**src/rtl/lps_pkg.sv**
```systemverilog
package lps_pkg;
    typedef enum logic [1:0] {
        LP_RUN  = 2'd0,
        LP_HALT = 2'd1,
        LP_STOP = 2'd2
    } lp_state_e;

    typedef enum logic [1:0] {
        PS_NORMAL   = 2'd0,
        PS_AUTOHALT = 2'd1,
        PS_STOPGNT  = 2'd2,
        PS_SLEEP    = 2'd3
    } pwr_state_e;
endpackage

```
**src/rtl/lps_lp_fsm.sv**
```systemverilog
module lps_lp_fsm
    import lps_pkg::*;
(
    input  logic      clk,
    input  logic      rst_n,
    input  logic      halt_req,
    input  logic      stop_req,
    input  logic      intr_req,
    input  logic      sleep_pin,
    input  logic      asleep,
    output lp_state_e state_o
);
    typedef struct packed {
        lp_state_e st;
    } lp_regs_t;

    lp_regs_t s_d, s_q;

    always_comb begin
        s_d = s_q;
        case (s_q.st)
            LP_RUN: begin
                if (stop_req)      s_d.st = LP_STOP;
                else if (halt_req) s_d.st = LP_HALT;
            end
            LP_HALT: begin
                if (stop_req)      s_d.st = LP_STOP;
                else if (intr_req) s_d.st = LP_RUN;
            end
            LP_STOP: begin
                if (!stop_req && !sleep_pin && !asleep) s_d.st = LP_RUN;
            end
            default: s_d.st = LP_RUN;
        endcase
    end

    always_ff @(posedge clk) begin
        if (!rst_n) s_q.st <= LP_RUN;
        else        s_q    <= s_d;
    end

    assign state_o = s_q.st;

    // a sleeping core keeps every processor stopped
    a_r6_held_stopped: assert property (@(posedge clk) disable iff (!rst_n)
        asleep |=> (state_o == LP_STOP));

    // stop request always lands in stopped state
    a_r12_stop_wins: assert property (@(posedge clk) disable iff (!rst_n)
        stop_req |=> (state_o == LP_STOP));
endmodule

```
**src/rtl/lps_sleep_ctl.sv**
```systemverilog
module lps_sleep_ctl (
    input  logic clk,
    input  logic rst_n,
    input  logic all_stop,
    input  logic sleep_pin,
    input  logic viol_clr,
    output logic asleep,
    output logic viol
);
    typedef struct packed {
        logic asleep;
        logic pin_prev;
        logic viol;
    } sc_regs_t;

    sc_regs_t s_d, s_q;
    logic     pin_rise;

    always_comb begin
        s_d          = s_q;
        pin_rise     = sleep_pin && !s_q.pin_prev;
        s_d.pin_prev = sleep_pin;
        if (s_q.asleep) begin
            if (!sleep_pin) s_d.asleep = 1'b0;
        end else if (pin_rise && all_stop) begin
            s_d.asleep = 1'b1;
        end
        if (viol_clr) s_d.viol = 1'b0;
        if (pin_rise && !all_stop && !s_q.asleep) s_d.viol = 1'b1;
    end

    always_ff @(posedge clk) begin
        if (!rst_n) begin
            s_q.asleep   <= 1'b0;
            s_q.pin_prev <= 1'b1;
            s_q.viol     <= 1'b0;
        end else begin
            s_q <= s_d;
        end
    end

    assign asleep = s_q.asleep;
    assign viol   = s_q.viol;

    // sleep is only entered from a fully stopped core
    a_r5_entry_legal: assert property (@(posedge clk) disable iff (!rst_n)
        $rose(asleep) |-> $past(all_stop));

    // dropping the pin ends sleep at the next edge
    a_r7_exit: assert property (@(posedge clk) disable iff (!rst_n)
        (asleep && !sleep_pin) |=> !asleep);

    // flag holds without a clear
    a_r9_sticky: assert property (@(posedge clk) disable iff (!rst_n)
        (viol && !viol_clr) |=> viol);
endmodule

```
**src/rtl/lps_seq.sv**
```systemverilog
module lps_seq
    import lps_pkg::*;
#(
    parameter int NUM_LP = 2
) (
    input  logic              clk,
    input  logic              rst_n,
    input  logic [NUM_LP-1:0] halt_req,
    input  logic [NUM_LP-1:0] stop_req,
    input  logic [NUM_LP-1:0] intr_req,
    input  logic              sleep_pin,
    input  logic              snoop_req,
    input  logic              viol_clr,
    output logic [1:0]        pwr_state,
    output logic              snoop_ack,
    output logic [NUM_LP-1:0] intr_ack,
    output logic              core_clk_en,
    output logic              viol_flag
);
    lp_state_e  lp_st [NUM_LP];
    logic       asleep;
    logic       all_stop;
    logic       any_run;
    pwr_state_e ps;

    for (genvar g = 0; g < NUM_LP; g++) begin : g_lp
        lps_lp_fsm u_lp (
            .clk      (clk),
            .rst_n    (rst_n),
            .halt_req (halt_req[g]),
            .stop_req (stop_req[g]),
            .intr_req (intr_req[g]),
            .sleep_pin(sleep_pin),
            .asleep   (asleep),
            .state_o  (lp_st[g])
        );
    end

    always_comb begin
        all_stop = 1'b1;
        any_run  = 1'b0;
        for (int i = 0; i < NUM_LP; i++) begin
            if (lp_st[i] != LP_STOP) all_stop = 1'b0;
            if (lp_st[i] == LP_RUN)  any_run  = 1'b1;
        end
    end

    lps_sleep_ctl u_sleep (
        .clk      (clk),
        .rst_n    (rst_n),
        .all_stop (all_stop),
        .sleep_pin(sleep_pin),
        .viol_clr (viol_clr),
        .asleep   (asleep),
        .viol     (viol_flag)
    );

    always_comb begin
        if (asleep)        ps = PS_SLEEP;
        else if (any_run)  ps = PS_NORMAL;
        else if (all_stop) ps = PS_STOPGNT;
        else               ps = PS_AUTOHALT;
    end

    assign pwr_state   = ps;
    assign snoop_ack   = snoop_req && !asleep;
    assign intr_ack    = asleep ? '0 : intr_req;
    assign core_clk_en = (ps == PS_NORMAL) || (ps == PS_AUTOHALT);

    // nothing is accepted while asleep
    a_r6_quiet_in_sleep: assert property (@(posedge clk) disable iff (!rst_n)
        (pwr_state == 2'd3) |-> (!snoop_ack && (intr_ack == '0)));

    // clock is off whenever the sleep controller reports sleep
    a_r11_clk_off_sleep: assert property (@(posedge clk) disable iff (!rst_n)
        asleep |-> !core_clk_en);

    // snoops outside sleep are always taken
    a_r4_snoop_taken: assert property (@(posedge clk) disable iff (!rst_n)
        (snoop_req && pwr_state != 2'd3) |-> snoop_ack);
endmodule

```
**config.mk**
```make
export PLATFORM = sky130hd
export DESIGN_NAME = lps_seq
export DESIGN_NICKNAME = d
export VERILOG_FILES = /design/src/rtl/lps_pkg.sv /design/src/rtl/lps_lp_fsm.sv /design/src/rtl/lps_sleep_ctl.sv /design/src/rtl/lps_seq.sv
export SDC_FILE = /design/constraint.sdc
export NUM_CORES = 1
export LEC_CHECK = 0
export BUFFER_PORTS_ARGS = -buffer_cell sky130_fd_sc_hd__clkbuf_2
export CELL_PAD_IN_SITES_DETAIL_PLACEMENT = 1
export CELL_PAD_IN_SITES_GLOBAL_PLACEMENT = 1
export CORE_AREA = 2 2 39 41
export DETAILED_ROUTE_END_ITERATION = 8
export DIE_AREA = 0 0 41 43
export PLACE_DENSITY_LB_ADDON = 0.2
export REMOVE_ABC_BUFFERS = 1
export SLEW_MARGIN = 20
export SYNTH_ARGS = -nofsm -noshare
export SYNTH_HDL_FRONTEND = slang
export SYNTH_HIERARCHICAL = 1
export SYNTH_SLANG_ARGS = --single-unit
```
**constraint.sdc**
```tcl
create_clock -name clk -period 1.3 [get_ports clk]
set_input_delay 0.065 -clock clk [delete_from_list [all_inputs] [get_ports clk]]
set_output_delay 0.065 -clock clk [all_outputs]
set_load 0.05 [all_outputs]
```
Yosys cells after proc, flatten, opt, wreduce, memory -nomap -nowiden:

Cells that the tools add are included.

* output and inout port bits: 7
* bits in registers: 7
* logic and storage cells: 65
* bits of input ports: 11

* mux-type cells: 25
* equality and inequality tests: 13
* reduce and logical (&&, ||, !) cells: 22

Operators by type and width (count)
* 2-bit 2-to-1 mux: 14
* 3-bit != test (second input constant): 4
* 2-bit one-hot mux with 3 select lines: 2
* 1-bit logical AND: 9
* 1-bit 2-to-1 mux: 9
* 2-bit by 1-bit == test with 1-bit output (second input constant): 3
* 1-bit logical NOT: 6
* 2-bit logical NOT: 3
* 3-bit AND reduction: 2
* 2-bit == test (second input constant): 2
* 2-bit by 1-bit != test with 1-bit output (second input constant): 2
* 2-bit != test (second input constant): 2
* 2-bit nonzero test: 1
* 1-bit logical OR: 1

Depth between registers and ports, before layout:

* word-level depth: 8
* mapped depth: 3
* mapped depth without buffers: 3

Modules after synthesis:

Netlist, hierarchy kept.

Modules (own cells, without submodules)
* lps_lp_fsm: cells each 9, area an instance 103.8 µm², seq. area each 40.0 µm², instances 2
* lps_sleep_ctl: cells each 9, area an instance 111.4 µm², seq. area each 60.1 µm², instances 1
* lps_seq: cells each 9, area an instance 70.1 µm², seq. area each 0.0 µm², instances 1

Worst setup path after synthesis:

OpenSTA, ideal clock, no wires.

* kind: reg-to-output
* start: register g_lp[1].u_lp.s_q (netlist bit g_lp[1].u_lp/state_o[0])
* end: output port pwr_state[0]
* path buffers: 0
* arrival time: 1244 ps
* required time: 1235 ps
* stages on the path, launching flop included: 3
* path slack: -9 ps
* cells stage by stage: dfxtp_1 -> a21oi_1 -> o21bai_1

* word-level cells in the longest chain between the ends: 5
* elaborated cells between the ends (all ways): 7
* classes of those cells: eq/ne (1); mux (5); reduce/logical (1)

Ends and longest elaborated chain
* start: declaration: line lps_lp_fsm.sv:17 `lp_regs_t s_d, s_q;`
* 2-bit != test: line lps_seq.sv:43 `if (lp_st[i] != LP_STOP) all_stop = 1'b0;`
* 1-bit 2-to-1 mux: line lps_seq.sv:43
* 2-bit 2-to-1 mux: line lps_seq.sv:61 `else if (all_stop) ps = PS_STOPGNT;`
* 2-bit 2-to-1 mux *: line lps_seq.sv:60 `else if (any_run) ps = PS_NORMAL;`
* 2-bit 2-to-1 mux *: line lps_seq.sv:59 `if (asleep) ps = PS_SLEEP;`
* end: declaration: line lps_seq.sv:14 `output logic [1:0] pwr_state,`

Every way passes the cells marked *; elsewhere a longest branch is shown, timed or not.

Worst setup path after layout:

* start: register g_lp[1].u_lp.s_q (netlist bit g_lp[1].u_lp/state_o[0])
* end: output port pwr_state[1]

* word-level cells in the longest chain between the ends: 5
* elaborated cells between the ends (all ways): 7
* classes of those cells: eq/ne (1); mux (5); reduce/logical (1)

Ends and longest elaborated chain
* 2-bit != test: line lps_seq.sv:43
* 1-bit 2-to-1 mux: line lps_seq.sv:43
* named net all_stop: line lps_seq.sv:22 `logic all_stop;`
* 2-bit 2-to-1 mux: line lps_seq.sv:61
* 2-bit 2-to-1 mux: line lps_seq.sv:60
* 2-bit 2-to-1 mux: line lps_seq.sv:59

The timed path passes the listed nets, and every way through them passes these cells.

==> impl_metrics.json <==
{
  "tightest_slew_ps": 311,
  "synthSimpleGateAreaFrac": 0.312,
  "overflow": 0,
  "synthXorXnorAreaFrac": 0,
  "grt_usage": 0.120,
  "cts_buffers": 3,
  "synth-edff-count": 0,
  "min_period_ps": 1360,
  "synth.cell_area_um2": 389,
  "powerDensity_mw_per_mm2": 985,
  "ys_top_cells_by_count": "7 x dfxtp_1, 5 x nor2b_1, 4 x inv_1",
  "ys_seq_area_frac": 0.360,
  "clock_path_buffers": 2,
  "first_pass_iters": 1,
  "initial_utilization": 0.281,
  "synthAdderAreaFrac": 0,
  "grt_pass1_vias": 341,
  "comb_power_share": 0.235,
  "clock_skew_ps": 6.94,
  "ys_types": 16,
  "synth_compound_area_frac": 0.289,
  "p_seq_frac": 0.409,
  "rsz0062_at_grt": "yes",
  "drt_iter0_drc": 0,
  "synthCells": 36,
  "clk_latency_ps": 250,
  "cts_sinks": 7,
  "antenna_found_initial": 0,
  "htree_levels": 1,
  "dp_hpwl_um": 623,
  "start_kind": "flip-flop",
  "maxCapViolCount": 0,
  "crit_type": "flip-flop to primary output",
  "p_clk_frac": 0.355,
  "relSlewSlack": 0.792,
  "cts_root_buf": "clkbuf_4",
  "yosys.area.top_type": "dfxtp_1",
  "outcome": "finished with violations",
  "dieArea_mm2": 0.00176,
  "core_area_mm2": 0.00138,
  "cts_tree": "done",
  "end_kind": "primary output",
  "ys_ff_latch": 7,
  "p_sw_mw": 0.167,
  "p_leak_nw": 0.261,
  "fp.dieH_um": 43,
  "synth_ff_type": "dfxtp_1",
  "r2r_start": "g_lp[1].u_lp/state_o[0]$_SDFFE_PN0P_",
  "vias": 354,
  "finalMaxSlewViolations": 0,
  "grt_pass1_wl_um": 1370,
  "hold_depth": 2,
  "final_antenna_net_count": 0,
  "violations": "negative setup slack",
  "fmax_mhz": 736,
  "yosysWarnings": 6,
  "drive_gt1_frac": 0.541,
  "slowest_delay_ps": 360,
  "hold_path.class": "input port to flip-flop",
  "place.gp.congestion": 0.648,
  "netlist_top_cells_area": "dfxtp_1 36%, a2111oi_4 14%, nor2b_1 8.0%, nor4bb_4 6.4%, nand2b_1 4.8%",
  "async_reset_ff_frac": 0,
  "finalCritPeriodShare": 1.05,
  "dp.cells": 73,
  "rr_worst_depth": 3,
  "startpoint": "g_lp[1].u_lp/state_o[0]$_SDFFE_PN0P_",
  "avgRoutedWirePerCell_um": 12.2,
  "drt-total-wl_um": 936,
  "path_clk_slew_ps": 60,
  "hp-start": "stop_req[1]",
  "ioPinCount": 18,
  "final_cell_count_no_fill": 77,
  "peakVddDrop_uv": 442,
  "cp.arrival_ps": 1290,
  "crit_slowest_cell": "nor4bb_4",
  "timing.final.ws_setup_ps": -58.6,
  "synth.avg_cell_area_um2": 10.8,
  "area_delta_synth_final_pct": 47.9,
  "cp_max_fo": 4,
  "drcViolationCount": 0,
  "yosysMostFrequentCell": "dfxtp_1",
  "fin_nets": 73,
  "die_w_um": 41,
  "setup_violations": 2,
  "switching_share": 0.295,
  "port_buffers": 17,
  "finalCoreUtilization": 0.416,
  "worstPathRequired_ps": 1240,
  "postCtsHoldBufs": 0,
  "synth.top_cell.area_share": 0.360,
  "path_cells": "nor4bb_4 -> or2_1 -> buf_8",
  "antenna_cells": 0,
  "via_per_inst": 4.60,
  "synthMuxAreaShare": 0,
  "grt_max_degree": 11,
  "p_int_mw": 0.400,
  "hold_violations": 0,
  "num_rows": 14,
  "synth_top_family_by_area": "simple AND/OR/NAND/NOR gates"
}
-- cell usage in the layout, fill, tap and decap left out, types with 2 or more instances in the layout --
cell type  netlist  layout
clkbuf_2         0      14
nor2b_1          5       5
buf_4            0       5
inv_1            4       4
dfxtp_1          7       4
clkbuf_4         0       3
nand2b_1         3       3
dfxtp_2          0       3
nor2_1           2       2
o21ai_0          2       2
a221oi_1         2       2
nand2b_2         2       2
a2111oi_4        2       2
-- worst max-delay path: cells and delay by family, from the launching register on --
kind	cells	cell delay (ps)
flip-flops	1	330
AND/OR/NAND/NOR	2	550
buffers and inverters	1	150
-- sequential cells by signal, summed over array words and instances (netlist names) --
signal             flops
u_sleep/s_q            1
u_sleep/asleep         1
u_sleep/viol           1
g_lp.u_lp/state_o      4
-- final timing paths --
| kind | end | slack (ps) |
|---|---|---|
| worst max-delay path | pwr_state[1] | -60 |
| worst max register to register | g_lp[1].u_lp/state_o[0]$_SDFFE_PN0P_ | 210 |
| worst min register to register | g_lp[0].u_lp/state_o[0]$_SDFFE_PN0P_ | 540 |
| worst min-delay path | g_lp[1].u_lp/state_o[0]$_SDFFE_PN0P_ | 9 |
-- per-layer routing --
layer  up-vias  global-route usage  routed length (µm)
li1        178                   -                   -
met2        13               0.163                 510
met1       161               0.139                 351
met5         -                   0                   0
met4         0               0.120                  10
met3         2              0.0314                  64
-- power by group through the flow --
stage | Sequential (mW) | Clock, mW | Combinational (mW)
finish | 0.232 | 0.201 | 0.133
global route | 0.233 | 0.226 | 0.145
CTS | 0.231 | 0.209 | 0.132
detailed placement | 0.236 | 0 | 0.127
global placement | 0.236 | 0 | 0.126
floorplan | 0.245 | 0 | 0.0723
-- cells by family (layout without fill, tap and decap cells) --
kind of cell	Yosys count	count (layout)
buf+inv	4	29
compound gates	10	10
flops	7	7
simple gates	15	15
-- stage by stage --
| stage | power (mW) | hold WS, ps | worst slack (ps) | area (µm²) | setup TNS [ps] |
|---|---|---|---|---|---|
| final | 0.567 | 9.45 | -58.6 | 576 | -68.7 |
| after global routing | 0.603 | 14.8 | -125 | 576 | -210 |
| after CTS | 0.572 | 4.59 | -78.2 | 571 | -78.2 |
| after detailed placement | 0.362 | 285 | 145 | 524 | 0 |
| after global placement | 0.362 | 282 | 151 | 524 | 0 |
| after floorplan | 0.317 | 138 | -9.29 | 389 | -9.29 |
-- area by class of cell --
cell class	instances	area [µm²]
sequential	7	144
multi-input combinational	25	234
timing repair buffer	21	136
clock buffer	4	26.3
fill	166	808
tap	16	20.0
inverter	4	15.0
-- repair_timing --
action | CTS | global route
pin swaps | 2 | 3
cloned | 0 | 0
gates resized for setup | 6 | 5
setup buffers | 0 | 0
endpoints found under the setup margin | 3 | 3
Note: power is estimated with default switching activity, not from simulation.
